**config.mk**
```make
export PLATFORM = sky130hd
export DESIGN_NAME = cpu_slot_hp_ctrl
export DESIGN_NICKNAME = d
export VERILOG_FILES = /design/src/rtl/cpu_slot_hp_pkg.sv /design/src/rtl/cpu_slot_hp_flags.sv /design/src/rtl/cpu_slot_hp_scan.sv /design/src/rtl/cpu_slot_hp_ctrl.sv
export SDC_FILE = /design/constraint.sdc
export NUM_CORES = 1
export LEC_CHECK = 0
export ABC_AREA = 1
export CORE_ASPECT_RATIO = 0.9
export CORE_MARGIN = 2
export CORE_UTILIZATION = 63
export DETAILED_ROUTE_END_ITERATION = 16
export DONT_BUFFER_PORTS = 1
export PLACE_DENSITY = 0.76
export SYNTH_ARGS = -nofsm -noshare
export SYNTH_HDL_FRONTEND = slang
export SYNTH_HIERARCHICAL = 1
export SYNTH_SLANG_ARGS = --single-unit
```
**constraint.sdc**
```tcl
create_clock -name clk -period 2.3 [get_ports clk]
set_input_delay 0.115 -clock clk [delete_from_list [all_inputs] [get_ports clk]]
set_output_delay 0.115 -clock clk [all_outputs]
set_load 0.01 [all_outputs]
```
**src/rtl/cpu_slot_hp_pkg.sv**
```systemverilog
package cpu_slot_hp_pkg;
  typedef enum logic [7:0] {
    CMD_SCAN    = 8'd0,
    CMD_OST_EVT = 8'd1,
    CMD_OST_STS = 8'd2
  } hp_cmd_e;

  localparam logic [3:0] OFS_SEL  = 4'h0;
  localparam logic [3:0] OFS_STAT = 4'h4;
  localparam logic [3:0] OFS_CMD  = 4'h5;
  localparam logic [3:0] OFS_DATA = 4'h8;

  localparam int BIT_CLR_INS = 1;
  localparam int BIT_CLR_REM = 2;
  localparam int BIT_EJECT   = 3;
endpackage

```
**src/rtl/cpu_slot_hp_flags.sv**
```systemverilog
module cpu_slot_hp_flags
  import cpu_slot_hp_pkg::*;
#(
  parameter int NUM_CPUS = 8,
  localparam int IDX_W = (NUM_CPUS > 1) ? $clog2(NUM_CPUS) : 1
) (
  input  logic                clk,
  input  logic                rst_n,
  input  logic [NUM_CPUS-1:0] hot_add,
  input  logic [NUM_CPUS-1:0] hot_rm,
  input  logic                ctl_we,
  input  logic [IDX_W-1:0]    ctl_idx,
  input  logic [7:0]          ctl_bits,
  output logic [NUM_CPUS-1:0] en,
  output logic [NUM_CPUS-1:0] ins,
  output logic [NUM_CPUS-1:0] rem
);
  for (genvar i = 0; i < NUM_CPUS; i++) begin : g_slot
    logic hit;
    assign hit = ctl_we && (ctl_idx == IDX_W'(i));

    always_ff @(posedge clk) begin
      if (!rst_n) begin
        en[i]  <= 1'b0;
        ins[i] <= 1'b0;
        rem[i] <= 1'b0;
      end else begin
        if (hit && ctl_bits[BIT_CLR_INS]) ins[i] <= 1'b0;
        if (hit && ctl_bits[BIT_CLR_REM]) rem[i] <= 1'b0;
        if (hit && ctl_bits[BIT_EJECT])   en[i]  <= 1'b0;
        // environment events win over a same-cycle clear
        if (hot_add[i]) begin
          en[i]  <= 1'b1;
          ins[i] <= 1'b1;
        end
        if (hot_rm[i]) rem[i] <= 1'b1;
      end
    end

    p_set_wins_r4: assert property (@(posedge clk) disable iff (!rst_n)
      hot_add[i] |=> (en[i] && ins[i]));
    p_rm_sets_r4: assert property (@(posedge clk) disable iff (!rst_n)
      hot_rm[i] |=> rem[i]);
    p_eject_r3: assert property (@(posedge clk) disable iff (!rst_n)
      (hit && ctl_bits[BIT_EJECT] && !hot_add[i]) |=> !en[i]);
  end
endmodule

```
**src/rtl/cpu_slot_hp_scan.sv**
```systemverilog
module cpu_slot_hp_scan #(
  parameter int NUM_CPUS = 8,
  localparam int IDX_W = (NUM_CPUS > 1) ? $clog2(NUM_CPUS) : 1
) (
  input  logic                clk,
  input  logic                rst_n,
  input  logic                start,
  input  logic [IDX_W-1:0]    from_idx,
  input  logic [NUM_CPUS-1:0] pend,
  output logic                busy,
  output logic                done,
  output logic                found,
  output logic [IDX_W-1:0]    result
);
  localparam logic [IDX_W-1:0] LAST = IDX_W'(NUM_CPUS - 1);

  logic [IDX_W-1:0] cand_q, cnt_q;

  function automatic logic [IDX_W-1:0] next_idx(input logic [IDX_W-1:0] v);
    return (v == LAST) ? '0 : v + 1'b1;
  endfunction

  assign found  = busy && pend[cand_q];
  assign done   = busy && (found || cnt_q == LAST);
  assign result = cand_q;

  always_ff @(posedge clk) begin
    if (!rst_n) begin
      busy   <= 1'b0;
      cand_q <= '0;
      cnt_q  <= '0;
    end else if (start && !busy) begin
      busy   <= 1'b1;
      cand_q <= next_idx(from_idx);
      cnt_q  <= '0;
    end else if (busy) begin
      if (done) begin
        busy <= 1'b0;
      end else begin
        cand_q <= next_idx(cand_q);
        cnt_q  <= cnt_q + 1'b1;
      end
    end
  end

  p_scan_bounded_r6: assert property (@(posedge clk) disable iff (!rst_n)
    (busy && cnt_q == LAST) |=> !busy);
endmodule

```
**src/rtl/cpu_slot_hp_ctrl.sv**
```systemverilog
module cpu_slot_hp_ctrl
  import cpu_slot_hp_pkg::*;
#(
  parameter int NUM_CPUS = 8,
  localparam int IDX_W = (NUM_CPUS > 1) ? $clog2(NUM_CPUS) : 1
) (
  input  logic                clk,
  input  logic                por_n,
  input  logic                rst_n,
  input  logic                acc_valid,
  output logic                acc_ready,
  input  logic                acc_write,
  input  logic [3:0]          acc_addr,
  input  logic                acc_dword,
  input  logic [31:0]         acc_wdata,
  output logic                rd_valid,
  output logic [31:0]         rd_data,
  input  logic [NUM_CPUS-1:0] hot_add,
  input  logic [NUM_CPUS-1:0] hot_rm,
  output logic                irq,
  output logic                ost_pulse,
  output logic [31:0]         ost_event,
  output logic [31:0]         ost_status
);
  logic [31:0]         sel_q;
  logic [7:0]          cmd_q;
  logic [NUM_CPUS-1:0] en, ins, rem;
  logic                scan_busy, scan_done, scan_found;
  logic [IDX_W-1:0]    scan_res;
  logic                fire, wr, rd, sel_ok;
  logic                is_sel, is_stat, is_cmd, is_data;
  logic                scan_start;
  logic [31:0]         rd_mux;
  logic [IDX_W-1:0]    sel_idx;

  assign acc_ready = !scan_busy;
  assign fire      = acc_valid && acc_ready;
  assign wr        = fire && acc_write;
  assign rd        = fire && !acc_write;
  assign sel_ok    = (sel_q < 32'(NUM_CPUS));
  assign sel_idx   = sel_q[IDX_W-1:0];

  assign is_sel  = (acc_addr == OFS_SEL)  &&  acc_dword;
  assign is_stat = (acc_addr == OFS_STAT) && !acc_dword;
  assign is_cmd  = (acc_addr == OFS_CMD)  && !acc_dword;
  assign is_data = (acc_addr == OFS_DATA) &&  acc_dword;

  assign scan_start = wr && is_cmd && sel_ok && (acc_wdata[7:0] == CMD_SCAN);
  assign irq        = |(ins | rem);

  cpu_slot_hp_flags #(.NUM_CPUS(NUM_CPUS)) u_flags (
    .clk      (clk),
    .rst_n    (rst_n),
    .hot_add  (hot_add),
    .hot_rm   (hot_rm),
    .ctl_we   (wr && is_stat && sel_ok),
    .ctl_idx  (sel_idx),
    .ctl_bits (acc_wdata[7:0]),
    .en       (en),
    .ins      (ins),
    .rem      (rem)
  );

  cpu_slot_hp_scan #(.NUM_CPUS(NUM_CPUS)) u_scan (
    .clk      (clk),
    .rst_n    (rst_n),
    .start    (scan_start),
    .from_idx (sel_idx),
    .pend     (ins | rem),
    .busy     (scan_busy),
    .done     (scan_done),
    .found    (scan_found),
    .result   (scan_res)
  );

  // selector: power-on only, survives functional reset
  always_ff @(posedge clk) begin
    if (!por_n)                 sel_q <= '0;
    else if (wr && is_sel)      sel_q <= acc_wdata;
    else if (rst_n && scan_done && scan_found) sel_q <= 32'(scan_res);
  end

  always_comb begin
    rd_mux = '0;
    if (sel_ok) begin
      if (is_stat)                        rd_mux = {29'd0, rem[sel_idx], ins[sel_idx], en[sel_idx]};
      else if (is_data && cmd_q == CMD_SCAN) rd_mux = sel_q;
    end
  end

  always_ff @(posedge clk) begin
    if (!rst_n) begin
      cmd_q      <= CMD_SCAN;
      ost_event  <= '0;
      ost_status <= '0;
      ost_pulse  <= 1'b0;
      rd_valid   <= 1'b0;
      rd_data    <= '0;
    end else begin
      ost_pulse <= 1'b0;
      rd_valid  <= rd;
      if (rd) rd_data <= rd_mux;
      if (wr && sel_ok && is_cmd) cmd_q <= acc_wdata[7:0];
      if (wr && sel_ok && is_data) begin
        if (cmd_q == CMD_OST_EVT) ost_event <= acc_wdata;
        if (cmd_q == CMD_OST_STS) begin
          ost_status <= acc_wdata;
          ost_pulse  <= 1'b1;
        end
      end
    end
  end

  p_busy_blocks_r6: assert property (@(posedge clk) disable iff (!rst_n || !por_n)
    scan_start |=> !acc_ready);
  p_sel_kept_r7: assert property (@(posedge clk) disable iff (!rst_n || !por_n)
    (scan_done && !scan_found) |=> $stable(sel_q));
  p_rsp_next_r13: assert property (@(posedge clk) disable iff (!rst_n || !por_n)
    rd |=> rd_valid);
  p_quiet_r10: assert property (@(posedge clk) disable iff (!rst_n || !por_n)
    (rd && !sel_ok) |=> (rd_data == 32'd0));
  p_pulse_src_r9: assert property (@(posedge clk) disable iff (!rst_n || !por_n)
    ost_pulse |-> $past(wr && is_data && sel_ok && cmd_q == CMD_OST_STS));
endmodule

```
==> impl_metrics.json <==
{
  "status": "complete, no violations",
  "drt_wl_total_um": 17400,
  "grt_remaining_overflow": 0,
  "final_cell_count_no_fill": 1250,
  "grt_antenna_before_repair": 0,
  "finalSetupTns_ns": 0,
  "grt_max_degree": 76,
  "synth_top_cell_by_area": "dfxtp_1",
  "synth_cell_type_count": 30,
  "clkSinkCount": 169,
  "drv_slew": 0,
  "p_switching_w": 0.00138,
  "initial_core_util_pct": 65.3,
  "hold_path.class": "primary input to register",
  "first_pass_iters": 7,
  "dpl.hpwl_um": 10800,
  "first_global_vias": 6036,
  "dp_cells": 1166,
  "setup_viol_count_final": 0,
  "synth_area_leaders": "dfxtp_1, nand2_1, nor2_1, inv_1, a21oi_1",
  "portBuffers": 0,
  "multiInputGateArea_um2": 3050,
  "r2r_cells": 14,
  "die_area_um2": 12200,
  "fin_nets": 1150,
  "avgSynthCellArea_um2": 6.83,
  "path_class": "register to register",
  "hold_depth": 3,
  "max_slew_margin_pct": 34.2,
  "ioPinCount": 158,
  "seqCellArea_um2": 3380,
  "htree_levels": 4,
  "finalCriticalPeriod_ns": 2.08,
  "initialDrtViolationCount": 519,
  "max_freq_ghz": 0.480,
  "finClkSkew_ns": 0.00796,
  "cp.arrival_ns": 2.43,
  "ir_drop_mv": 0.743,
  "cts.clk_slew.worst_paths_ns": 0.07,
  "cp.required_ns": 2.64,
  "max-cap-violations": 0,
  "netlist.area_leader.share_pct": 47.3,
  "seq_area_frac_synth_pct": 47.3,
  "via_count": 6432,
  "p_int_w": 0.00521,
  "rsz0062_at_grt": "false",
  "ys_warn_count": 6,
  "die_h_um": 105,
  "area_growth_pct": 18.3,
  "synthCells": 1046,
  "critPathLaunchType": "register",
  "num_rows": 36,
  "vias_per_cell": 5.15,
  "syn-cell-area_um2": 7150,
  "p_seq_share_pct": 45.3,
  "end_kind": "register",
  "core_region_area_um2": 10900,
  "cts.path.max_buffers": 2,
  "clockRootBuffer": "clkbuf_16",
  "dieWidth_um": 116,
  "clk_latency_ns": 0.43,
  "diodes": 0,
  "gp_congestion": 0.851,
  "drc_errors": 0,
  "leakage_nw": 3.95,
  "syn_nets": 1110,
  "cts_tree": "yes",
  "swShare_pct": 20.9,
  "power.density_nw_per_um2": 779,
  "cp_max_fo": 11,
  "synth_seq_cells": 169,
  "cts_buffers": 17,
  "comb_power_share_pct": 4.7,
  "fin_hold_ws_ns": 0.0478,
  "fin_crit_sh_pct": 90.6,
  "final.fill_count": 879,
  "grt_usage_pct": 29.2,
  "worst_pin_slew_ns": 0.981,
  "power.share.clock_pct": 50.0,
  "grt_pass1_wl_um": 28500,
  "post_drt_wl_per_cell_um": 13.9,
  "finalHoldViolCount": 0,
  "drtAntennaViolNets": 0,
  "drive_above_1_share_pct": 6.83
}
-- placed cells by master, fill, tap and decap left out --
cell / netlist / routed
nand2_1: 319 / 319
nor2_1: 201 / 200
dfxtp_1: 169 / 169
inv_1: 115 / 115
a21oi_1: 71 / 71
nand3_1: 58 / 57
dlygate4sd3_1: 0 / 52
clkbuf_16: 0 / 17
buf_4: 5 / 15
nand4_1: 13 / 13
o21ai_0: 8 / 8
or2_2: 7 / 7
bufinv_16: 0 / 6
ha_1: 6 / 6
inv_2: 4 / 4
nand2_2: 4 / 4
nand3_2: 2 / 3
clkinv_1: 3 / 3
nor3_2: 3 / 3
nor4_1: 3 / 3
clkbuf_8: 0 / 3
clkinvlp_4: 0 / 3
nor3_1: 2 / 2
nor2_4: 2 / 2
buf_6: 5 / 2
nand3b_1: 1 / 1
and3_1: 1 / 1
nor4_4: 1 / 1
nor2_2: 0 / 1
clkbuf_1: 22 / 1
inv_8: 0 / 1
buf_16: 0 / 1
nand4_4: 1 / 1
o31ai_1: 1 / 1
a21boi_0: 1 / 1
mux2_2: 1 / 1
-- layout make-up --
class | count | area share [%]
well taps | 152 | 2.25
clock buffers | 21 | 5.57
flip-flops and latches | 169 | 40.0
clock inverters | 10 | 2.53
multi-input cells | 706 | 36.1
inverters | 122 | 5.42
repair buffers | 70 | 8.08
-- worst paths after layout --
kind                            slack, ns           start               end
worst min-delay path                 0.05           rst_n  u_scan/result[1]
worst min register to register       0.46       sel_q[14]         sel_q[14]
worst max register to register       0.22  u_flags/rem[5]          sel_q[6]
worst max-delay path                 0.22  u_flags/rem[5]          sel_q[6]
-- state kept, by name, summed over array words and instances (netlist names) --
name and count:
rd_valid 1, u_flags/ins 8, u_flags/rem 8, ost_event 32, sel_q 32, ost_pulse 1, ost_status 32, cmd_q 8
rd_data 32, u_scan/result 3, u_scan/busy 1, u_scan/cnt_q 3, u_flags/en 8
-- synthesized netlist by cell type --
cell type / n
clkbuf_1: 22
nand4_4: 1
nand2_1: 319
nand3_1: 58
o31ai_1: 1
nand2_2: 4
or2_2: 7
nor2_4: 2
o21ai_0: 8
inv_1: 115
clkinv_1: 3
nor2_1: 201
nor3_1: 2
buf_6: 5
mux2_2: 1
a21oi_1: 71
nor4_1: 3
nor4_4: 1
nand3_2: 2
nor3_2: 3
inv_2: 4
dfxtp_1: 169
buf_1: 1
a21boi_0: 1
nand3b_1: 1
nand4_1: 13
buf_2: 16
and3_1: 1
ha_1: 6
buf_4: 5
-- metrics by stage --
step	util (%)	cell area [um^2]	setup slack [ns]	total power, W
floorplan	-	7150	0.303	0.00321
global placement	65.9	7210	0.266	0.00322
detailed placement	65.9	7210	0.220	0.00323
CTS	77.2	8450	0.194	0.00659
global route	77.2	8450	0.0326	0.00676
finish	77.2	8450	0.215	0.00659
-- timing repair --
item	4_1_cts	5_1_grt
hold buffers	53	0
buffers inserted	0	0
endpoints found under the hold margin	142	0
setup endpoints to repair	0	4
resized for setup	0	2
-- cells by family (layout without fill, tap and decap cells) --
group / count (synthesis) / count (layout) / synth area share [%]
compound gates: 81 / 81 / 5.74
fa+ha+maj: 6 / 6 / 1.05
mux: 1 / 1 / 0.158
flops: 169 / 169 / 47.3
simple gates: 618 / 618 / 35.7
buf+inv: 171 / 223 / 10.0
-- power by group through the flow --
stage	Combinational [W]	Sequential [W]	Clock [W]
after detailed placement	0.000176	0.00305	0
after global routing	0.000342	0.00299	0.00343
final	0.000311	0.00299	0.00329
after CTS	0.000306	0.00298	0.00330
after floorplan	0.000163	0.00304	0
after global placement	0.000174	0.00305	0
-- critical path: stages, from the launching register on --
cell and delay, ns:
dfxtp_1 0.32, or2_2 0.31, inv_1 0.07, nand2_1 0.04, nand3_1 0.08, nand2_1 0.06, nand2_2 0.08, nand2_1 0.07
inv_2 0.09, nor2_1 0.04, and3_1 0.26, nor2_2 0.18, buf_4 0.21, nand2_1 0.07, a21oi_1 0.13
-- routing by layer --
| layer | vias to the layer above | routed length [um] | GRT usage, % |
|---|---|---|---|
| met5 | - | 0 | 0 |
| met4 | 0 | 281 | 9.44 |
| met3 | 27 | 1470 | 8.53 |
| met2 | 250 | 8000 | 46.2 |
| met1 | 2882 | 7670 | 38.2 |
| li1 | 3273 | - | - |
Power figures use the tool's default switching activity.
